`src/rtl/fmt_pkg.sv`:
```
package fmt_pkg;

  typedef enum logic [1:0] {
    ST_IDLE   = 2'd0,
    ST_SETTLE = 2'd1,
    ST_RUN    = 2'd2,
    ST_DONE   = 2'd3
  } fmt_state_e;

  // Permute byte lanes of one word according to the order code.
  function automatic logic [31:0] order_lanes(input logic [31:0] w, input logic [1:0] code);
    logic [31:0] r;
    case (code)
      2'd0:    r = w;
      2'd1:    r = {w[7:0], w[15:8], w[23:16], w[31:24]};
      2'd2:    r = {w[23:16], w[31:24], w[15:0]};
      default: r = {w[15:0], w[31:16]};
    endcase
    return r;
  endfunction

  // Zero every lane at or above the valid byte count.
  function automatic logic [31:0] keep_lanes(input logic [31:0] w, input logic [2:0] n);
    logic [31:0] r;
    r = w;
    for (int k = 0; k < 4; k++) begin
      if (3'(k) >= n) r[8*k +: 8] = 8'h00;
    end
    return r;
  endfunction

endpackage

```
`src/rtl/fmt_lane_swap.sv`:
```
module fmt_lane_swap
  import fmt_pkg::*;
(
  input  logic [31:0] in_word,
  input  logic [1:0]  order,
  input  logic [2:0]  nbytes,
  output logic [31:0] out_word
);
  logic [31:0] permuted;

  always_comb begin
    permuted = order_lanes(in_word, order);
    out_word = keep_lanes(permuted, nbytes);
  end
endmodule

```
`src/rtl/fmt_len_track.sv`:
```
module fmt_len_track
  import fmt_pkg::*;
#(
  parameter int LEN_W = 40,
  parameter int GAP   = 2
) (
  input  logic             clk,
  input  logic             rst_n,
  input  logic             cfg_wr,
  input  logic [LEN_W-1:0] cfg_bitlen,
  input  logic             take,
  output fmt_state_e       state,
  output logic [2:0]       cur_nbytes,
  output logic             cur_last
);
  localparam int CNT_W = LEN_W - 3;
  localparam int GAP_W = $clog2(GAP + 1);

  logic [CNT_W-1:0] rem;
  logic [GAP_W-1:0] gcnt;

  always_comb begin
    cur_last   = (rem <= CNT_W'(4));
    cur_nbytes = cur_last ? rem[2:0] : 3'd4;
  end

  always_ff @(posedge clk or negedge rst_n) begin
    if (!rst_n) begin
      state <= ST_IDLE;
      rem   <= '0;
      gcnt  <= '0;
    end else if (cfg_wr) begin
      state <= ST_SETTLE;
      rem   <= cfg_bitlen[LEN_W-1:3];
      gcnt  <= GAP_W'(GAP - 1);
    end else begin
      case (state)
        ST_SETTLE: begin
          if (gcnt == '0) state <= (rem == '0) ? ST_DONE : ST_RUN;
          else            gcnt  <= gcnt - 1'b1;
        end
        ST_RUN: begin
          if (take) begin
            rem <= rem - CNT_W'(cur_nbytes);
            if (cur_last) state <= ST_DONE;
          end
        end
        default: ;
      endcase
    end
  end

  // a word that exhausts the count ends the message
  assert_end_R4: assert property (@(posedge clk) disable iff (!rst_n)
    (take && cur_last) |=> (state == ST_DONE));

  // data is only taken in the running state
  assert_take_run_R6: assert property (@(posedge clk) disable iff (!rst_n)
    take |-> (state == ST_RUN));
endmodule

```
`src/rtl/msg_wport_fmt.sv`:
```
module msg_wport_fmt
  import fmt_pkg::*;
#(
  parameter int LEN_W = 40,
  parameter int GAP   = 2
) (
  input  logic             clk,
  input  logic             rst_n,
  input  logic             cfg_wr,
  input  logic [1:0]       cfg_order,
  input  logic [LEN_W-1:0] cfg_bitlen,
  input  logic             wr_valid,
  input  logic [31:0]      wr_data,
  output logic             wr_ready,
  output logic             out_valid,
  input  logic             out_ready,
  output logic [31:0]      out_data,
  output logic [2:0]       out_nbytes,
  output logic             out_last,
  output logic             wr_err
);
  fmt_state_e  state;
  logic [1:0]  order_q;
  logic [2:0]  cur_nbytes;
  logic        cur_last;
  logic [31:0] fmt_word;
  logic        room;
  logic        take;
  logic        discard;

  assign room    = !out_valid || out_ready;
  assign take    = (state == ST_RUN) && wr_valid && room && !cfg_wr;
  assign discard = ((state == ST_IDLE) || (state == ST_DONE)) && wr_valid && !cfg_wr;
  assign wr_ready = !cfg_wr && (((state == ST_RUN) && room) ||
                                (state == ST_IDLE) || (state == ST_DONE));

  fmt_len_track #(.LEN_W(LEN_W), .GAP(GAP)) u_track (
    .clk        (clk),
    .rst_n      (rst_n),
    .cfg_wr     (cfg_wr),
    .cfg_bitlen (cfg_bitlen),
    .take       (take),
    .state      (state),
    .cur_nbytes (cur_nbytes),
    .cur_last   (cur_last)
  );

  fmt_lane_swap u_swap (
    .in_word  (wr_data),
    .order    (order_q),
    .nbytes   (cur_nbytes),
    .out_word (fmt_word)
  );

  always_ff @(posedge clk or negedge rst_n) begin
    if (!rst_n) begin
      order_q <= 2'd0;
      wr_err  <= 1'b0;
    end else if (cfg_wr) begin
      order_q <= cfg_order;
      wr_err  <= 1'b0;
    end else if (discard) begin
      wr_err  <= 1'b1;
    end
  end

  always_ff @(posedge clk or negedge rst_n) begin
    if (!rst_n) begin
      out_valid  <= 1'b0;
      out_data   <= '0;
      out_nbytes <= '0;
      out_last   <= 1'b0;
    end else if (take) begin
      out_valid  <= 1'b1;
      out_data   <= fmt_word;
      out_nbytes <= cur_nbytes;
      out_last   <= cur_last;
    end else if (out_ready) begin
      out_valid  <= 1'b0;
    end
  end

  // no data taken within two edges of a control write
  assert_gap_R6: assert property (@(posedge clk) disable iff (!rst_n)
    take |-> (!$past(cfg_wr) && !$past(cfg_wr, 2)));

  // a stalled word holds still
  assert_hold_R9: assert property (@(posedge clk) disable iff (!rst_n)
    (out_valid && !out_ready) |=> (out_valid && $stable(out_data) && $stable(out_nbytes) && $stable(out_last)));

  // byte count stays in 1..4, and a short word is always the last one
  assert_count_R4: assert property (@(posedge clk) disable iff (!rst_n)
    out_valid |-> (out_nbytes != 3'd0 && out_nbytes <= 3'd4 && (out_nbytes == 3'd4 || out_last)));

  // the top lane of a short word is cleared
  assert_mask_R5: assert property (@(posedge clk) disable iff (!rst_n)
    (out_valid && out_nbytes < 3'd4) |-> (out_data[31:24] == 8'h00));

  // a swallowed write raises the error flag
  assert_err_R7: assert property (@(posedge clk) disable iff (!rst_n)
    discard |=> wr_err);
endmodule

```
`config.mk`:
```
export PLATFORM = sky130hd
export DESIGN_NAME = msg_wport_fmt
export DESIGN_NICKNAME = d
export VERILOG_FILES = /design/src/rtl/fmt_pkg.sv /design/src/rtl/fmt_lane_swap.sv /design/src/rtl/fmt_len_track.sv /design/src/rtl/msg_wport_fmt.sv
export SDC_FILE = /design/constraint.sdc
export NUM_CORES = 1
export LEC_CHECK = 0
export ABC_AREA = 1
export BUFFER_PORTS_ARGS = -buffer_cell sky130_fd_sc_hd__buf_4
export CAP_MARGIN = 20
export CORE_MARGIN = 1
export CORE_UTILIZATION = 45
export CTS_CLUSTER_DIAMETER = 150
export DETAILED_ROUTE_END_ITERATION = 7
export PLACE_DENSITY_LB_ADDON = 0.05
export SLEW_MARGIN = 30
export SYNTH_ARGS = -nofsm -noshare
export SYNTH_HDL_FRONTEND = slang
export SYNTH_SLANG_ARGS = --single-unit
```
`constraint.sdc`:
```
create_clock -name clk -period 2.3 [get_ports clk]
set_input_delay 0.115 -clock clk [delete_from_list [all_inputs] [get_ports clk]]
set_output_delay 0.115 -clock clk [all_outputs]
set_load 0.01 [all_outputs]
```
### Word-level counts from Yosys, hierarchy flattened

Cells that the tools add are included.

| storage, ports and cells | value |
|---|---|
| bits in registers | 81 |
| bits of input ports | 79 |
| output and inout port bits | 39 |
| word-level logic and storage cells | 73 |

| cells by class | value |
|---|---|
| $add $sub $neg | 2 |
| $lt $le $gt $ge | 5 |
| equal/unequal tests | 9 |
| muxes and demuxes | 22 |
| reductions and logical operators | 26 |

Operator list:

| kind | count |
|---|---|
| $mux 37 | 3 |
| $pmux 32 s3 | 1 |
| $le 37x3->1 const B | 1 |
| $logic_not 37->1 | 1 |
| $sub 37x3->37 | 1 |
| $mux 8 | 4 |
| $mux 2 | 7 |
| $reduce_bool 2->1 | 5 |
| $logic_and 1x1->1 | 7 |
| $eq 2x2->1 const B | 3 |
| $ge 1x3->1 const A | 2 |
| $ge 2x3->1 const A | 2 |
| $logic_not 2->1 | 3 |
| $ne 3x3->1 const B | 2 |
| $mux 1 | 5 |
| $eq 2x1->1 const B | 2 |
| $logic_or 1x1->1 | 4 |
| $pmux 2 s2 | 1 |
| $reduce_and 2->1 | 2 |
| $reduce_and 4->1 | 1 |
| $mux 3 | 1 |
| $ne 3x2->1 const B | 1 |
| $reduce_bool 3->1 | 1 |
| $logic_not 1->1 | 2 |
| other kinds (2) | 2 |

### Logic depth before layout (Yosys ltp)

| logic depth | value |
|---|---|
| depth in word-level cells | 7 |
| mapped depth | 17 |
| depth with buffers taken out | 16 |

### Modules after synthesis

A second synthesis with hierarchy kept.

| second synthesis, totals | value |
|---|---|
| cells, all modules | 891 |
| area, all modules | 5851.9 µm² |

Modules (own cells, without submodules):

| module | instances | cells each | area each (µm²) | sequential area each (µm²) |
|---|---|---|---|---|
| fmt_len_track | 1 | 490 | 3165.5 | 1026.0 |
| msg_wport_fmt | 1 | 182 | 1714.1 | 1001.0 |
| fmt_lane_swap | 1 | 219 | 972.2 | 0.0 |

### Worst setup path after synthesis

Ideal clock, no wire load.

| path | value |
|---|---|
| path type | register to register |
| start point | register u_track.state[0] |
| end point | register out_data[10] |
| library setup time | 110 ps |
| arrival time | 1700 ps |
| data required time | 2190 ps |
| path slack | 490 ps |
| cell stages (with the launch flop) | 8 |
| buffers on the path | 1 |
| period minus slack after synthesis | 1810 ps |
| path through | dfrtp_1 > inv_1 > ha_1 > nand3_1 > nor2_1 > inv_2 > clkbuf_1 > o41ai_1 |

| on the way | value |
|---|---|
| cells in the longest elaborated chain, start to end | 4 |

RTL lines:

| item | line | RTL |
|---|---|---|
| from (decl) | fmt_len_track.sv:12 | `output fmt_state_e state,` |
| from (signal assigned) | fmt_len_track.sv:39 | `if (gcnt == '0) state <= (rem == '0) ? ST_DONE : ST_RUN;` |
| $eq 2x2->1 | msg_wport_fmt.sv:32 | `assign take = (state == ST_RUN) && wr_valid && room && !cfg_wr;` |
| $logic_and 1x1->1 (3 in series) | msg_wport_fmt.sv:32 |  |
| to (signal assigned) | msg_wport_fmt.sv:75 | `out_data <= fmt_word;` |
| to (decl) | msg_wport_fmt.sv:17 | `output logic [31:0] out_data,` |

No other way between the ends.
A chain may end at the register's enable or synchronous reset.

### Worst setup path in the final report

| path | value |
|---|---|
| start point | register u_track.rem[12] |
| end point | register u_track.rem[28] |

| on the way | value |
|---|---|
| cells in the longest elaborated chain, start to end | 6 |

RTL lines:

| item | line | RTL |
|---|---|---|
| from (decl) | fmt_len_track.sv:19 | `logic [CNT_W-1:0] rem;` |
| from (signal assigned) | fmt_len_track.sv:34 | `rem <= cfg_bitlen[LEN_W-1:3];` |
| from (signal assigned) | fmt_len_track.sv:44 | `rem <= rem - CNT_W'(cur_nbytes);` |
| $le 37x3->1 | fmt_len_track.sv:23 | `cur_last = (rem <= CNT_W'(4));` |
| $mux 3 | fmt_len_track.sv:24 | `cur_nbytes = cur_last ? rem[2:0] : 3'd4;` |
| $sub 37x3->37 * | fmt_len_track.sv:44 |  |
| $mux 37 * | fmt_len_track.sv:43 | `if (take) begin` |
| $mux 37 * | fmt_len_track.sv:37 | `case (state)` |
| $mux 37 * | fmt_len_track.sv:32 | `end else if (cfg_wr) begin` |

Mark *: on every way between the ends. The rest lies on a longest branch, timed or not. The select of a mux whose other input is x is not followed.

==> out/metrics.yaml <==
synthesis:
  yosys.area.top_type_share: 0.3782
  syn_area_sq_um: 5359
  syn_inst: 781
  synth_top_cells_by_area: "dfrtp_1 38%, nand2_1 16%, nor2_1 6.8%"
  ys_seq_area_frac: 0.3782
  synth_nets: 866
  yosys.area.top_type: "dfrtp_1"
  ys.warnings.count: 0
  syn_avg_cell_area_sq_um: 6.862
  yosys.cell_types.count: 39
  ys_ff_latch: 81
die:
  initial_core_util: 0.4653
  die_w_microns: 111.1
  dieHeight_microns: 111.1
  io_pins: 118
  core_area_sq_um: 11520
  dieArea_sq_um: 12350
  num_rows: 39
setup_path:
  cp.required_ns: 2.53
  reg2reg_to: "u_track.rem[28]"
  worstSetupPathType: "flop to flop"
  worst_setup_path_start_kind: "flop"
  r2r-start: "u_track.rem[12]"
  critPathCaptureType: "flop"
  arrival_ns: 2.34
  rr_worst_depth: 10
  r2r_slack_ns: 0.19
  worstPathMaxFanout: 4
finish:
  nFillCells: 1092
  num-nets-final: 1010
  syn2layout_area_growth_pct: 29.28
  drive_gt1_frac: 0.2177
  antennaDiodeCount: 0
  final_common_cell: "nand2_1"
  regArea_sq_um: 2027
  layout_common_cells: "224 x nand2_1, 150 x buf_4, 96 x inv_1"
  multi_input_area_sq_um: 2849
power:
  finalPower_mw: 5.731
  p_per_area_nw_per_um2: 827.2
  peakVddDrop_uv: 577.5
  leakage_nw: 3.499
timing:
  relSlewSlack: 0.5241
  fin_crit_sh: 0.9175
  max_freq_mhz: 473.9
  fin_crit_ns: 2.110
  slew_violations: 0
  skew_ns: 0.008571
  rsz0062_at_grt: "false"
  setup_tns_ns: 0
  timing.final.ws_setup_ns: 0.1899
  setup_viol: 0
  tightest_slew_ns: 0.7128
  hold_viol: 0
placed_design:
  dp_slack_ns: 0.1282
  post-dp-hpwl_microns: 14400
  gp_congestion: 0.9596
  numPortBuffers: 114
route:
  num_vias: 5875
  drtIter0Drc: 396
  drc: 8
  avgViaCountPerCell: 5.486
  totalWireLength_microns: 18660
  dr.pass1.iters: 7
  postRouteAntennaNets: 0
  routedWlPerCell_microns: 17.42
worst_hold_path:
  min_to: "u_track.rem[9]"
  worstHoldStart: "cfg_bitlen[12]"
  hold_depth: 3
  worst_hold_path_type: "input pin to flop"
global_routing:
  grtUsageTotal: 0.3154
  overflow: 0
  grt_pass1_wl_microns: 30080
  grt_max_degree: 40
  grt_antenna_before_repair: 0
  grt_pass1_vias: 5945
clock_tree:
  htreeDepth: 3
  clkSlewWorstSetupHoldPaths_ns: 0.06
  cts_inserted_buffers: 9
  cts_root_buf: "clkbuf_16"
  clk_latency_ns: 0.35
  postCtsSetupRepairBufs: 0
  cts_tree: "yes"
  clock-sinks: 81
  cts.path.max_buffers: 2
flow_run:
  max-cap-violations: 0
outcome:
  outcome: "complete, but fails checks"
  violations: "design-rule violations"
==> sequential cells by signal, indices dropped and copies added, names as in the netlist <==
| signal | cells |
|---|---|
| out_last | 1 |
| u_track.rem | 37 |
| out_data | 32 |
| wr_err | 1 |
| out_valid | 1 |
| u_track.gcnt | 2 |
| u_track.state | 2 |
| out_nbytes | 3 |
| order_q | 2 |
==> layout make-up <==
type / count / area share
clock buffer: 10 / 0.03305
clock inverter: 4 / 0.003251
sequential: 81 / 0.2926
tap: 143 / 0.02583
inverter: 100 / 0.05418
timing repair buffer: 161 / 0.1799
multi-input combinational: 572 / 0.4112
==> logic make-up after synthesis <==
logic type | share of synthesized area
AO/OA/AOI/OAI | 0.1555
XOR/XNOR | 0.01471
adder cells (fa/ha/maj) | 0.01401
buffers and inverters | 0.09199
flip-flops | 0.3782
other | 0.0006998
AND/OR/NAND/NOR | 0.3449
==> what timing repair did <==
item	4_1_cts	5_1_grt
resized for setup	0	2
hold endpoints to repair	45	0
hold buffers	10	0
endpoints found under the setup margin	0	7
==> synthesized netlist by cell type <==
cell        n
clkbuf_1   21
o211ai_1    9
buf_1       2
inv_1      96
inv_2       3
a21oi_2     1
o21ai_0    51
nor4_1      2
a31oi_2     1
o41ai_1     7
a221oi_1    1
xor2_1      9
nand4_1    12
and2_1      1
conb_1      1
nand3_1    52
nor3_1      7
o21ai_1     3
o31ai_1     8
nand2_4     2
or2_2       3
buf_6       1
a211oi_1    8
ha_1        6
nand3b_1    1
o22ai_1    16
clkinv_1    1
nand2_1   224
nand3_2     1
nand2_2     9
dfrtp_1    81
buf_2       4
nor2_4      4
nor2_1     97
nor2_2     10
o221ai_1   17
nor4_4      1
a21oi_1     7
nor3_2      1
==> per-layer routing <==
layer,up-vias,global-route usage,share of wire
met4,0,0.1730,0.046
met2,194,0.5711,0.52
met3,52,0.06944,0.052
li1,2845,-,-
met1,2784,0.3411,0.39
met5,-,0,0
==> critical path, stage by stage (launching register included) <==
cell and delay (ns):
dfrtp_1 0.43, buf_4 0.17, or2_2 0.32, nor3_1 0.19, inv_1 0.10, nor3_1 0.39
nand4_1 0.16, nand2_1 0.08, nand2_1 0.05, nand2_1 0.06, nand2_1 0.05
==> per-stage QoR <==
| step | area, sq um | cells | hold slack, ns | util |
|---|---|---|---|---|
| final | 6928 | 1071 | 0.004035 | 0.6016 |
| after global placement | 6569 | 1047 | 0.1242 | 0.5704 |
| after CTS | 6920 | 1071 | 0.0003516 | 0.6009 |
| after detailed placement | 6569 | 1047 | 0.1280 | 0.5704 |
| after global routing | 6928 | 1071 | 0.002738 | 0.6016 |
| after floorplan | 5359 | 781 | -0.1806 | - |
==> power breakdown <==
group / switching [mW] / total, mW / internal, mW
clock: 0.594 / 1.31 / 0.714
combinational: 1.27 / 2.26 / 0.995
sequential: 0.324 / 2.16 / 1.83
total: 2.19 / 5.73 / 3.54
==> worst max path at each step <==
stage                      from               to  cells past startpoint
2_1_floorplan  u_track.state[0]     out_data[10]                      7
3_3_place_gp    u_track.rem[15]   u_track.rem[4]                     14
3_5_place_dp     u_track.rem[8]  u_track.rem[20]                     14
4_1_cts          u_track.rem[8]   u_track.rem[4]                     14
5_1_grt         u_track.rem[31]   u_track.rem[4]                     14
6_report        u_track.rem[12]  u_track.rem[28]                     10
Power figures use the tool's default switching activity.
